$ cat config.mk
export PLATFORM = sky130hd
export DESIGN_NAME = alu8_flags
export DESIGN_NICKNAME = d
export VERILOG_FILES = /design/src/rtl/alu8_pkg.sv /design/src/rtl/alu8_ctrl.sv /design/src/rtl/alu8_datapath.sv /design/src/rtl/alu8_status.sv /design/src/rtl/alu8_flags.sv
export SDC_FILE = /design/constraint.sdc
export NUM_CORES = 1
export LEC_CHECK = 0
export ABC_AREA = 1
export BUFFER_PORTS_ARGS = -buffer_cell sky130_fd_sc_hd__buf_2
export CAP_MARGIN = 20
export CORE_ASPECT_RATIO = 1.4
export CORE_MARGIN = 2
export CORE_UTILIZATION = 40
export DETAILED_ROUTE_END_ITERATION = 8
export PLACE_DENSITY_LB_ADDON = 0.15
export SYNTH_ARGS = -nofsm -noshare
export SYNTH_HDL_FRONTEND = slang
export SYNTH_HIERARCHICAL = 1
export SYNTH_SLANG_ARGS = --single-unit
$ cat constraint.sdc
create_clock -name clk -period 8.4 [get_ports clk]
set_clock_uncertainty 0.2 [all_clocks]
set_input_delay 0.84 -clock clk [delete_from_list [all_inputs] [get_ports clk]]
set_output_delay 0.84 -clock clk [all_outputs]
set_load 0.05 [all_outputs]
$ cat src/rtl/alu8_pkg.sv
package alu8_pkg;
  localparam int DW  = 8;
  localparam int NIB = DW / 2;
  localparam int OPW = 5;

  localparam logic [NIB-1:0] DEC_LIMIT = NIB'(9);
  localparam logic [DW:0]    LOW_FIX   = (DW+1)'(6);
  localparam logic [DW-1:0]  HIGH_FIX  = DW'(8'h60);

  localparam int BIT_C   = 0;
  localparam int BIT_AC  = 1;
  localparam int BIT_Z   = 2;
  localparam int BIT_OV  = 3;
  localparam int BIT_PDF = 4;
  localparam int BIT_TO  = 5;

  typedef enum logic [OPW-1:0] {
    OP_ADD = 5'd0,  OP_ADC = 5'd1,  OP_SUB = 5'd2,  OP_SBC = 5'd3,
    OP_DAA = 5'd4,  OP_AND = 5'd5,  OP_OR  = 5'd6,  OP_XOR = 5'd7,
    OP_CPL = 5'd8,  OP_RL  = 5'd9,  OP_RR  = 5'd10, OP_RLC = 5'd11,
    OP_RRC = 5'd12, OP_INC = 5'd13, OP_DEC = 5'd14, OP_SZ  = 5'd15,
    OP_SNZ = 5'd16, OP_SIZ = 5'd17, OP_SDZ = 5'd18, OP_MOV = 5'd19
  } aluOp_e;

  typedef enum logic [2:0] {
    U_ARITH, U_DAA, U_LOGIC, U_ROT, U_INCDEC, U_PASS
  } unit_e;

  typedef enum logic [1:0] {
    SK_NONE, SK_ZERO, SK_NZERO
  } skipMode_e;

  // strobes from control into the datapath
  typedef struct packed {
    unit_e     unit;
    logic      subtract;
    logic      useCarry;
    logic [1:0] subOp;     // logic kind / rotate dir / inc-dec
    logic      thruCarry;
    skipMode_e skipMode;
  } dpCtl_t;

  // strobes from control into the status register
  typedef struct packed {
    logic updC;
    logic updAC;
    logic updZ;
    logic updOV;
  } flagCtl_t;
endpackage

$ cat src/rtl/alu8_ctrl.sv
module alu8_ctrl
  import alu8_pkg::*;
(
  input  logic [OPW-1:0] opCode,
  output dpCtl_t         dpCtl,
  output flagCtl_t       flCtl
);
  always_comb begin
    dpCtl      = '0;
    dpCtl.unit = U_PASS;
    flCtl      = '0;
    case (opCode)
      OP_ADD, OP_ADC, OP_SUB, OP_SBC: begin
        dpCtl.unit     = U_ARITH;
        dpCtl.subtract = (opCode == OP_SUB) || (opCode == OP_SBC);
        dpCtl.useCarry = (opCode == OP_ADC) || (opCode == OP_SBC);
        flCtl          = '{updC: 1'b1, updAC: 1'b1, updZ: 1'b1, updOV: 1'b1};
      end
      OP_DAA: begin
        dpCtl.unit  = U_DAA;
        flCtl.updC  = 1'b1;
      end
      OP_AND: begin dpCtl.unit = U_LOGIC; dpCtl.subOp = 2'd0; flCtl.updZ = 1'b1; end
      OP_OR:  begin dpCtl.unit = U_LOGIC; dpCtl.subOp = 2'd1; flCtl.updZ = 1'b1; end
      OP_XOR: begin dpCtl.unit = U_LOGIC; dpCtl.subOp = 2'd2; flCtl.updZ = 1'b1; end
      OP_CPL: begin dpCtl.unit = U_LOGIC; dpCtl.subOp = 2'd3; flCtl.updZ = 1'b1; end
      OP_RL:  begin dpCtl.unit = U_ROT; dpCtl.subOp = 2'd0; end
      OP_RR:  begin dpCtl.unit = U_ROT; dpCtl.subOp = 2'd1; end
      OP_RLC: begin
        dpCtl.unit = U_ROT; dpCtl.subOp = 2'd0; dpCtl.thruCarry = 1'b1;
        flCtl.updC = 1'b1;
      end
      OP_RRC: begin
        dpCtl.unit = U_ROT; dpCtl.subOp = 2'd1; dpCtl.thruCarry = 1'b1;
        flCtl.updC = 1'b1;
      end
      OP_INC: begin dpCtl.unit = U_INCDEC; dpCtl.subOp = 2'd0; flCtl.updZ = 1'b1; end
      OP_DEC: begin dpCtl.unit = U_INCDEC; dpCtl.subOp = 2'd1; flCtl.updZ = 1'b1; end
      OP_SZ:  begin dpCtl.unit = U_PASS; dpCtl.skipMode = SK_ZERO; end
      OP_SNZ: begin dpCtl.unit = U_PASS; dpCtl.skipMode = SK_NZERO; end
      OP_SIZ: begin dpCtl.unit = U_INCDEC; dpCtl.subOp = 2'd0; dpCtl.skipMode = SK_ZERO; end
      OP_SDZ: begin dpCtl.unit = U_INCDEC; dpCtl.subOp = 2'd1; dpCtl.skipMode = SK_ZERO; end
      default: begin dpCtl.unit = U_PASS; end
    endcase
  end
endmodule

$ cat src/rtl/alu8_datapath.sv
module alu8_datapath
  import alu8_pkg::*;
(
  input  dpCtl_t        ctl,
  input  logic [DW-1:0] accIn,
  input  logic [DW-1:0] memIn,
  input  logic          carryIn,
  input  logic          auxIn,
  output logic [DW-1:0] result,
  output logic          newC,
  output logic          newAC,
  output logic          newZ,
  output logic          newOV,
  output logic          skip
);
  // adder shared by the four add/subtract codes
  logic [DW-1:0] bOp;
  logic          cin;
  logic [NIB:0]  lowSum;
  logic [DW:0]   fullSum;

  assign bOp     = ctl.subtract ? ~memIn : memIn;
  assign cin     = ctl.useCarry ? carryIn : ctl.subtract;
  assign lowSum  = {1'b0, accIn[NIB-1:0]} + {1'b0, bOp[NIB-1:0]} + {{NIB{1'b0}}, cin};
  assign fullSum = {1'b0, accIn} + {1'b0, bOp} + {{DW{1'b0}}, cin};

  // decimal adjust, low correction first, then high
  logic          lowAdj;
  logic          highAdj;
  logic [DW:0]   daaStage;
  logic [DW-1:0] daaRes;

  assign lowAdj   = (accIn[NIB-1:0] > DEC_LIMIT) || auxIn;
  assign daaStage = {1'b0, accIn} + (lowAdj ? LOW_FIX : '0);
  assign highAdj  = daaStage[DW] || (daaStage[DW-1:NIB] > DEC_LIMIT) || carryIn;
  assign daaRes   = daaStage[DW-1:0] + (highAdj ? HIGH_FIX : '0);

  // rotator
  logic [DW-1:0] rotRes;
  logic          rotC;

  always_comb begin
    if (ctl.subOp[0] == 1'b0) begin
      rotRes = {memIn[DW-2:0], ctl.thruCarry ? carryIn : memIn[DW-1]};
      rotC   = memIn[DW-1];
    end else begin
      rotRes = {ctl.thruCarry ? carryIn : memIn[0], memIn[DW-1:1]};
      rotC   = memIn[0];
    end
  end

  // logic unit and inc/dec
  logic [DW-1:0] logRes;
  logic [DW-1:0] stepRes;

  always_comb begin
    case (ctl.subOp)
      2'd0:    logRes = accIn & memIn;
      2'd1:    logRes = accIn | memIn;
      2'd2:    logRes = accIn ^ memIn;
      default: logRes = ~memIn;
    endcase
  end

  assign stepRes = ctl.subOp[0] ? (memIn - DW'(1)) : (memIn + DW'(1));

  always_comb begin
    case (ctl.unit)
      U_ARITH:  result = fullSum[DW-1:0];
      U_DAA:    result = daaRes;
      U_LOGIC:  result = logRes;
      U_ROT:    result = rotRes;
      U_INCDEC: result = stepRes;
      default:  result = memIn;
    endcase
  end

  always_comb begin
    case (ctl.unit)
      U_ARITH: newC = fullSum[DW];
      U_DAA:   newC = highAdj;
      U_ROT:   newC = rotC;
      default: newC = carryIn;
    endcase
  end

  assign newAC = lowSum[NIB];
  assign newOV = (accIn[DW-1] == bOp[DW-1]) && (fullSum[DW-1] != accIn[DW-1]);
  assign newZ  = (result == '0);

  always_comb begin
    case (ctl.skipMode)
      SK_ZERO:  skip = (result == '0);
      SK_NZERO: skip = (result != '0);
      default:  skip = 1'b0;
    endcase
  end

  always_comb begin
    if (ctl.skipMode == SK_NONE) begin
      AST_SKIP_GATED: assert (!skip);
    end
  end
endmodule

$ cat src/rtl/alu8_status.sv
module alu8_status
  import alu8_pkg::*;
(
  input  logic          clk,
  input  logic          rstN,
  input  logic          exec,
  input  flagCtl_t      flCtl,
  input  logic          newC,
  input  logic          newAC,
  input  logic          newZ,
  input  logic          newOV,
  input  logic          staWrEn,
  input  logic [DW-1:0] staWrData,
  input  logic          wdtOverflow,
  input  logic          clrWdt,
  input  logic          haltEvt,
  output logic          carryOut,
  output logic          auxOut,
  output logic [DW-1:0] statusOut
);
  logic flagC, flagAC, flagZ, flagOV, flagPdf, flagTo;

  always_ff @(posedge clk or negedge rstN) begin
    if (!rstN) begin
      flagC   <= 1'b0;
      flagAC  <= 1'b0;
      flagZ   <= 1'b0;
      flagOV  <= 1'b0;
      flagPdf <= 1'b0;
      flagTo  <= 1'b0;
    end else begin
      if (staWrEn) begin
        flagC  <= staWrData[BIT_C];
        flagAC <= staWrData[BIT_AC];
        flagZ  <= staWrData[BIT_Z];
        flagOV <= staWrData[BIT_OV];
      end else if (exec) begin
        if (flCtl.updC)  flagC  <= newC;
        if (flCtl.updAC) flagAC <= newAC;
        if (flCtl.updZ)  flagZ  <= newZ;
        if (flCtl.updOV) flagOV <= newOV;
      end
      if (wdtOverflow)          flagTo <= 1'b1;
      else if (haltEvt || clrWdt) flagTo <= 1'b0;
      if (haltEvt)              flagPdf <= 1'b1;
      else if (clrWdt)          flagPdf <= 1'b0;
    end
  end

  always_comb begin
    statusOut          = '0;
    statusOut[BIT_C]   = flagC;
    statusOut[BIT_AC]  = flagAC;
    statusOut[BIT_Z]   = flagZ;
    statusOut[BIT_OV]  = flagOV;
    statusOut[BIT_PDF] = flagPdf;
    statusOut[BIT_TO]  = flagTo;
  end

  assign carryOut = flagC;
  assign auxOut   = flagAC;

  AST_WRITE_LOADS: assert property (@(posedge clk) disable iff (!rstN)
    staWrEn |=> statusOut[3:0] == $past(staWrData[3:0]));

  AST_WRITE_PROTECTS: assert property (@(posedge clk) disable iff (!rstN)
    staWrEn && !wdtOverflow && !haltEvt && !clrWdt && (staWrData[7:4] != 4'h0)
    |=> $stable(statusOut[5:4]) && statusOut[7:6] == 2'b00);

  AST_HALT_SETS_PDF: assert property (@(posedge clk) disable iff (!rstN)
    haltEvt && !wdtOverflow |=> statusOut[BIT_PDF] && !statusOut[BIT_TO]);

  AST_OVF_SETS_TO: assert property (@(posedge clk) disable iff (!rstN)
    wdtOverflow |=> statusOut[BIT_TO]);

  AST_CLR_CLEARS: assert property (@(posedge clk) disable iff (!rstN)
    clrWdt && !haltEvt && !wdtOverflow |=> !statusOut[BIT_PDF] && !statusOut[BIT_TO]);

  AST_IDLE_HOLDS: assert property (@(posedge clk) disable iff (!rstN)
    !exec && !staWrEn |=> $stable(statusOut[3:0]));

  AST_UNTOUCHED_CARRY: assert property (@(posedge clk) disable iff (!rstN)
    exec && !staWrEn && !flCtl.updC |=> $stable(carryOut));
endmodule

$ cat src/rtl/alu8_flags.sv
module alu8_flags
  import alu8_pkg::*;
(
  input  logic          clk,
  input  logic          rstN,
  input  logic          exec,
  input  logic [4:0]    opCode,
  input  logic [7:0]    accIn,
  input  logic [7:0]    memIn,
  input  logic          staWrEn,
  input  logic [7:0]    staWrData,
  input  logic          wdtOverflow,
  input  logic          clrWdt,
  input  logic          haltEvt,
  output logic [7:0]    result,
  output logic          skip,
  output logic [7:0]    statusOut
);
  dpCtl_t   dpCtl;
  flagCtl_t flCtl;
  logic     newC, newAC, newZ, newOV;
  logic     carryCur, auxCur;

  alu8_ctrl u_ctrl (
    .opCode (opCode),
    .dpCtl  (dpCtl),
    .flCtl  (flCtl)
  );

  alu8_datapath u_dp (
    .ctl     (dpCtl),
    .accIn   (accIn),
    .memIn   (memIn),
    .carryIn (carryCur),
    .auxIn   (auxCur),
    .result  (result),
    .newC    (newC),
    .newAC   (newAC),
    .newZ    (newZ),
    .newOV   (newOV),
    .skip    (skip)
  );

  alu8_status u_status (
    .clk         (clk),
    .rstN        (rstN),
    .exec        (exec),
    .flCtl       (flCtl),
    .newC        (newC),
    .newAC       (newAC),
    .newZ        (newZ),
    .newOV       (newOV),
    .staWrEn     (staWrEn),
    .staWrData   (staWrData),
    .wdtOverflow (wdtOverflow),
    .clrWdt      (clrWdt),
    .haltEvt     (haltEvt),
    .carryOut    (carryCur),
    .auxOut      (auxCur),
    .statusOut   (statusOut)
  );
endmodule

==> metrics.yaml, run 1 <==
grt:
  antenna_found_initial: 0
  grt_overflow: 0
  grt_pass1_vias: 2997
  met3_usage_pct: 0.789
  met1_usage_pct: 26.9
  grt_busiest_layer: "met2"
  grt_util_met2_pct: 40.4
  grt_use_total_pct: 22.2
  grt_max_degree: 32
  grt_pass1_wl_mm: 13.2
synth:
  synth_top_area_share_pct: 23.2
  syn_area_mm2: 0.00274
  synth_warnings: 6
  async_flop_share_pct: 100
  postSynthAreaPerCell_um2: 5.45
  yosysSeqAreaShare_pct: 5.48
  synth_edf_count: 0
  synth_cell_types: 33
  synthCells: 503
  synth-seq-cells: 6
  yosysMostFrequentCell: "nand2_1"
  synthFlopType: "dfrtp_1"
  yosys-top-cells-count: "169 x nand2_1, 65 x inv_1, 51 x nand3_1"
  yosys-top-cells-area: "nand2_1 23%, ha_1 15%, nand3_1 9.3%"
  yosysTopAreaCell: "nand2_1"
layout:
  n_antenna_cell: 0
  fin_area_mm2: 0.00306
  fin_nets: 617
  final.fill_count: 735
  layout.cells.non_filler: 634
  drive_gt1_share_pct: 14.9
  syn2layout_area_growth_pct: 11.6
timing:
  hold_viol: 0
  rsz0062_at_grt: "no"
  fmax_ghz: 0.183
  setup_violations: 0
  slew_violations: 0
  setup_tns_ns: 0
  finalCritPeriodShare_pct: 65.1
  layout_min_cycle_time_ns: 5.46
  hold_slack_ns: 0.234
  tightestPinTransition_ns: 0.568
  slew_headroom_pct: 62.0
critical_path:
  cp_cell_sequence: "buf_2, inv_1, a21oi_1, nor2_1, inv_1, ha_1, inv_1, fa_1, nor2_1, nand2_1, xor2_1, o21ai_0, nand2_1, ha_1, fa_1, nand2_1, nand2_1, a21oi_1, nand4_1, nor2_1, nand4_1, nand2_1, buf_2"
  critPathSlowestCell: "fa_1"
  cp_slowest_stage_delay_ns: 0.44
  r2r_cells: 23
  cp.required_ns: 7.36
  cp.arrival_ns: 4.42
  critPathLaunchType: "primary input"
  worstSetupEndpointType: "output pin"
  crit_top_cell: "nand2_1"
  path_class: "primary input to output pin"
  worstPathMaxFanout: 4
clock_tree:
  cts-hold-fix-buffers: 0
  clkLatencyLatePin_ns: 0.22
  htreeDepth: 1
  cts_resized: 0
  post_cts_buffers: 0
  cts_tree: "done"
  clk_pin_slew_ns: 0.03
  cts_sinks: 6
  cts_buffer_depth: 2
  cts_root_buffer: "clkbuf_8"
  cts_buffers: 3
die:
  num_io_pins: 53
  die_w_um: 73.9
  die_area_mm2: 0.00753
  core_mm2: 0.00661
  die_h_um: 102
  start_util_pct: 41.4
  rows: 35
power:
  peakVddDrop_mv: 0.110
  p_leak_nw: 1.87
  cellPowerDensity_mw_per_mm2: 111
place:
  placed_area_mm2: 0.00301
  io_buffers: 46
  gp_congestion: 0.926
  placed_cells: 631
  place_hpwl_mm: 6.68
routing:
  vias: 3209
  wirelength_mm: 8.15
  drtAntennaViolNets: 0
  vias_per_cell: 5.06
  drtPass1Iterations: 5
  wire_per_inst_um: 12.9
  drc: 0
  first_iter_violations: 120
flow_run:
  maxCapViolCount: 0
outcome:
  outcome: "finished, final reports clean"
hold_path:
  hold_path_class: "primary input to async pin"
-- per-layer routing --
metal | part of all wire [%] | routed length, um
met3 | 2.8 | 230
met1 | 44 | 3560
met5 | 0 | 0
met2 | 50 | 4080
met4 | 3.4 | 281
-- power by group --
group / switching [mW] / internal, mW / leakage [nW] / total, mW
sequential: 0.00399 / 0.0324 / 0.0732 / 0.0363
clock: 0.0115 / 0.0307 / 0.0216 / 0.0422
combinational: 0.185 / 0.0767 / 1.78 / 0.262
-- layout make-up --
| class | instances | area (um^2) | area share [%] |
|---|---|---|---|
| Sequential cell | 6 | 150 | 4.91 |
| Inverter | 78 | 293 | 9.58 |
| Tap cell | 92 | 115 | 3.77 |
| Clock buffer | 3 | 41.3 | 1.35 |
| Timing Repair Buffer | 49 | 253 | 8.27 |
| Multi-Input combinational cell | 406 | 2200 | 72.1 |
-- final timing paths --
check	startpoint	endpoint	slack (ns)
min	rstN	u_status/auxOut	0.23
min reg2reg	u_status/flagTo	u_status/flagTo	0.27
max	accIn[2]	skip	2.94
max in group asynchronous	rstN	u_status/flagPdf	7.63
max reg2reg	u_status/auxOut	u_status/flagZ	4.57
min in group clk	u_status/flagTo	u_status/flagTo	0.27
-- flip-flops by register name, indices dropped and copies added (netlist names) --
name,cells
u_status/auxOut,1
u_status/carryOut,1
u_status/flagOV,1
u_status/flagPdf,1
u_status/flagTo,1
u_status/flagZ,1
-- cell families after synthesis --
| group | Yosys count | share of synthesized area, % |
|---|---|---|
| xor gates and xnor gates | 12 | 3.84 |
| other | 1 | 0.137 |
| and+or+nand+nor | 304 | 47.7 |
| buffers and inverters | 92 | 14.3 |
| adders and majority gates | 37 | 18.3 |
| muxes | 1 | 0.411 |
| AOI/OAI and AO/OA | 50 | 9.82 |
| DFF | 6 | 5.48 |
-- worst max-delay path, delay by kind of cell --
kind	cells	cell delay, ns
AND/OR/NAND/NOR	10	1.08
AO/OA/AOI/OAI	3	0.46
adder cells (fa/ha/maj)	4	1.24
XOR/XNOR	1	0.17
buffers and inverters	5	0.64
-- layout by cell type, fill, tap and decap left out, types with 5 or more instances in the layout --
cell     netlist  final
nor3_1         6      6
nand3_1       51     51
fa_1           5      5
xor2_1        11     11
nor2_2         5      5
o21ai_0       16     15
o21ai_1        5      5
nand2_1      169    169
dfrtp_1        6      6
nand4_1       14     14
nor2_1        45     45
buf_2          2     46
inv_2         12     12
a21oi_1       21     21
nand2_2        7      7
inv_1         65     65
ha_1          32     32
-- per-stage QoR --
stage,worst slack [ns],utilization (%),total power [mW]
finish,2.94,46.2,0.341
CTS,2.94,46.2,0.341
floorplan,2.86,-,0.234
global placement,3.00,45.6,0.294
global route,2.53,46.2,0.375
detailed placement,2.95,45.6,0.296
(Power assumes the default switching activity.)
==> run 2: changes to the inputs <==
==> constraint.sdc (replaced) <==
create_clock -name clk -period 5.4 [get_ports clk]
set_clock_uncertainty 0.2 [all_clocks]
set_input_delay 0.54 -clock clk [delete_from_list [all_inputs] [get_ports clk]]
set_output_delay 0.54 -clock clk [all_outputs]
set_load 0.05 [all_outputs]
==> run 2 against run 1 <==
Cell count grew 0.16%. Power rose by 54%. Sequential share of layout area is essentially flat. Die area unchanged. Register-to-register slack got worse by 3.0 ns. Final area increased by 0.33%. Highest routed layer unchanged.
==> metrics.yaml, run 2 (same netlist as run 1, synthesis figures left out) <==
timing:
  slew_headroom_pct: 55.4
  finalCritPeriodShare_pct: 90.3
  slew_violations: 0
  hold_viol: 0
  setup_tns_ns: 0
  fmax_ghz: 0.205
  hold_slack_ns: 0.266
  fin_ws_ns: 0.526
  tightestPinTransition_ns: 0.666
  setup_violations: 0
  rsz0062_at_grt: "no"
  layout_min_cycle_time_ns: 4.87
power:
  peakVddDrop_mv: 0.162
  cellPowerDensity_mw_per_mm2: 172
  p_leak_nw: 1.88
die:
  num_io_pins: 53
  core_mm2: 0.00661
  die_h_um: 102
  die_w_um: 73.9
  start_util_pct: 41.4
  rows: 35
  die_area_mm2: 0.00753
critical_path:
  cp.arrival_ns: 4.13
  worstSetupEndpointType: "output pin"
  cp.required_ns: 4.66
  critPathLaunchType: "primary input"
  path_class: "primary input to output pin"
  worstPathMaxFanout: 6
clock_tree:
  cts_tree: "done"
  clkLatencyLatePin_ns: 0.21
  clk_pin_slew_ns: 0.03
  cts_sinks: 6
  cts_buffers: 3
  cts_buffer_depth: 2
  htreeDepth: 1
  cts_root_buffer: "clkbuf_8"
routing:
  vias_per_cell: 4.97
  first_iter_violations: 167
  wirelength_mm: 8.14
  wire_per_inst_um: 12.8
  vias: 3157
  drc: 0
  drtPass1Iterations: 6
  drtAntennaViolNets: 0
layout:
  final_common_cell: "nand2_1"
  n_antenna_cell: 0
  final_util_pct: 46.4
  mostFrequentLayoutCells: "169 x nand2_1, 65 x inv_1, 51 x nand3_1"
  regArea_um2: 150
  multiInputGateArea_mm2: 0.00220
  fin_nets: 618
  final.fill_count: 719
  syn2layout_area_growth_pct: 11.9
  drive_gt1_share_pct: 14.9
grt:
  grt_pass1_vias: 2898
  antenna_found_initial: 0
  grt_overflow: 0
  grt_max_degree: 19
  grt_use_total_pct: 21.8
  grt_pass1_wl_mm: 13.1
place:
  place_ws_ns: 0.556
  io_buffers: 46
  place_hpwl_mm: 6.71
  gp_congestion: 0.957
flow_run:
  maxCapViolCount: 0
outcome:
  outcome: "finished, final reports clean"
hold_path:
  hold_path_class: "flip-flop to flip-flop"
run 2: repair_timing:
item | in CTS | in global routing
setup buffers | 0 | 0
resized for setup | 0 | 0
hold buffers | 1 | 0
hold endpoints to repair | 6 | 0
run 2: final cells by class:
| type | count | area share (%) |
|---|---|---|
| repair buffers | 50 | 8.57 |
| flip-flops and latches | 6 | 4.90 |
| inverters | 78 | 9.55 |
| clock buffers | 3 | 1.35 |
| multi-input cells | 406 | 71.9 |
| well taps | 92 | 3.76 |
run 2: per-stage QoR:
stage,area [um^2],std cells,total power [mW]
CTS,3070,635,0.526
floorplan,2740,504,0.363
global placement,3010,631,0.457
finish,3070,635,0.526
global route,3070,635,0.577
detailed placement,3010,631,0.460
run 2: worst max-delay path, stage by stage:
cell     delay, ns
buf_2         0.14
inv_1         0.10
a21oi_1       0.12
nor2_1        0.08
inv_1         0.08
ha_1          0.16
inv_1         0.05
fa_1          0.41
nor2_1        0.24
nand2_1       0.10
xor2_1        0.16
o21ai_0       0.18
nand2_1       0.13
ha_1          0.21
fa_1          0.39
inv_1         0.07
nand3_1       0.07
nand3_1       0.12
nand2_1       0.06
nor2_1        0.10
nand3_1       0.09
nor2_1        0.09
nand4_1       0.09
nand2_1       0.09
buf_2         0.25
run 2: final timing paths:
kind / startpoint / end / slack (ns) / cells past startpoint
setup / recovery: accIn[3] / skip / 0.53 / 25
hold / removal: u_status/flagTo / u_status/flagTo / 0.27 / 1
setup reg to reg: u_status/auxOut / u_status/flagZ / 1.57 / 23
hold reg to reg: u_status/flagTo / u_status/flagTo / 0.27 / 1
max in group asynchronous: rstN / u_status/flagPdf / 4.37 / 2
min in group asynchronous: rstN / u_status/flagOV / 0.49 / 2
run 2: routing by layer:
metal	GRT usage [%]	part of all wire (%)	up-vias	routed length [um]
li1	-	-	1678	-
met1	27.0	43	1362	3510
met2	39.7	49	102	4020
met3	1.08	4.5	15	370
met4	7.13	3.0	0	241
met5	0	0	-	0
run 2: report_power, final:
part           switching, mW  internal, mW
Clock                 0.0156        0.0476
Combinational          0.287         0.119
Sequential           0.00592        0.0504
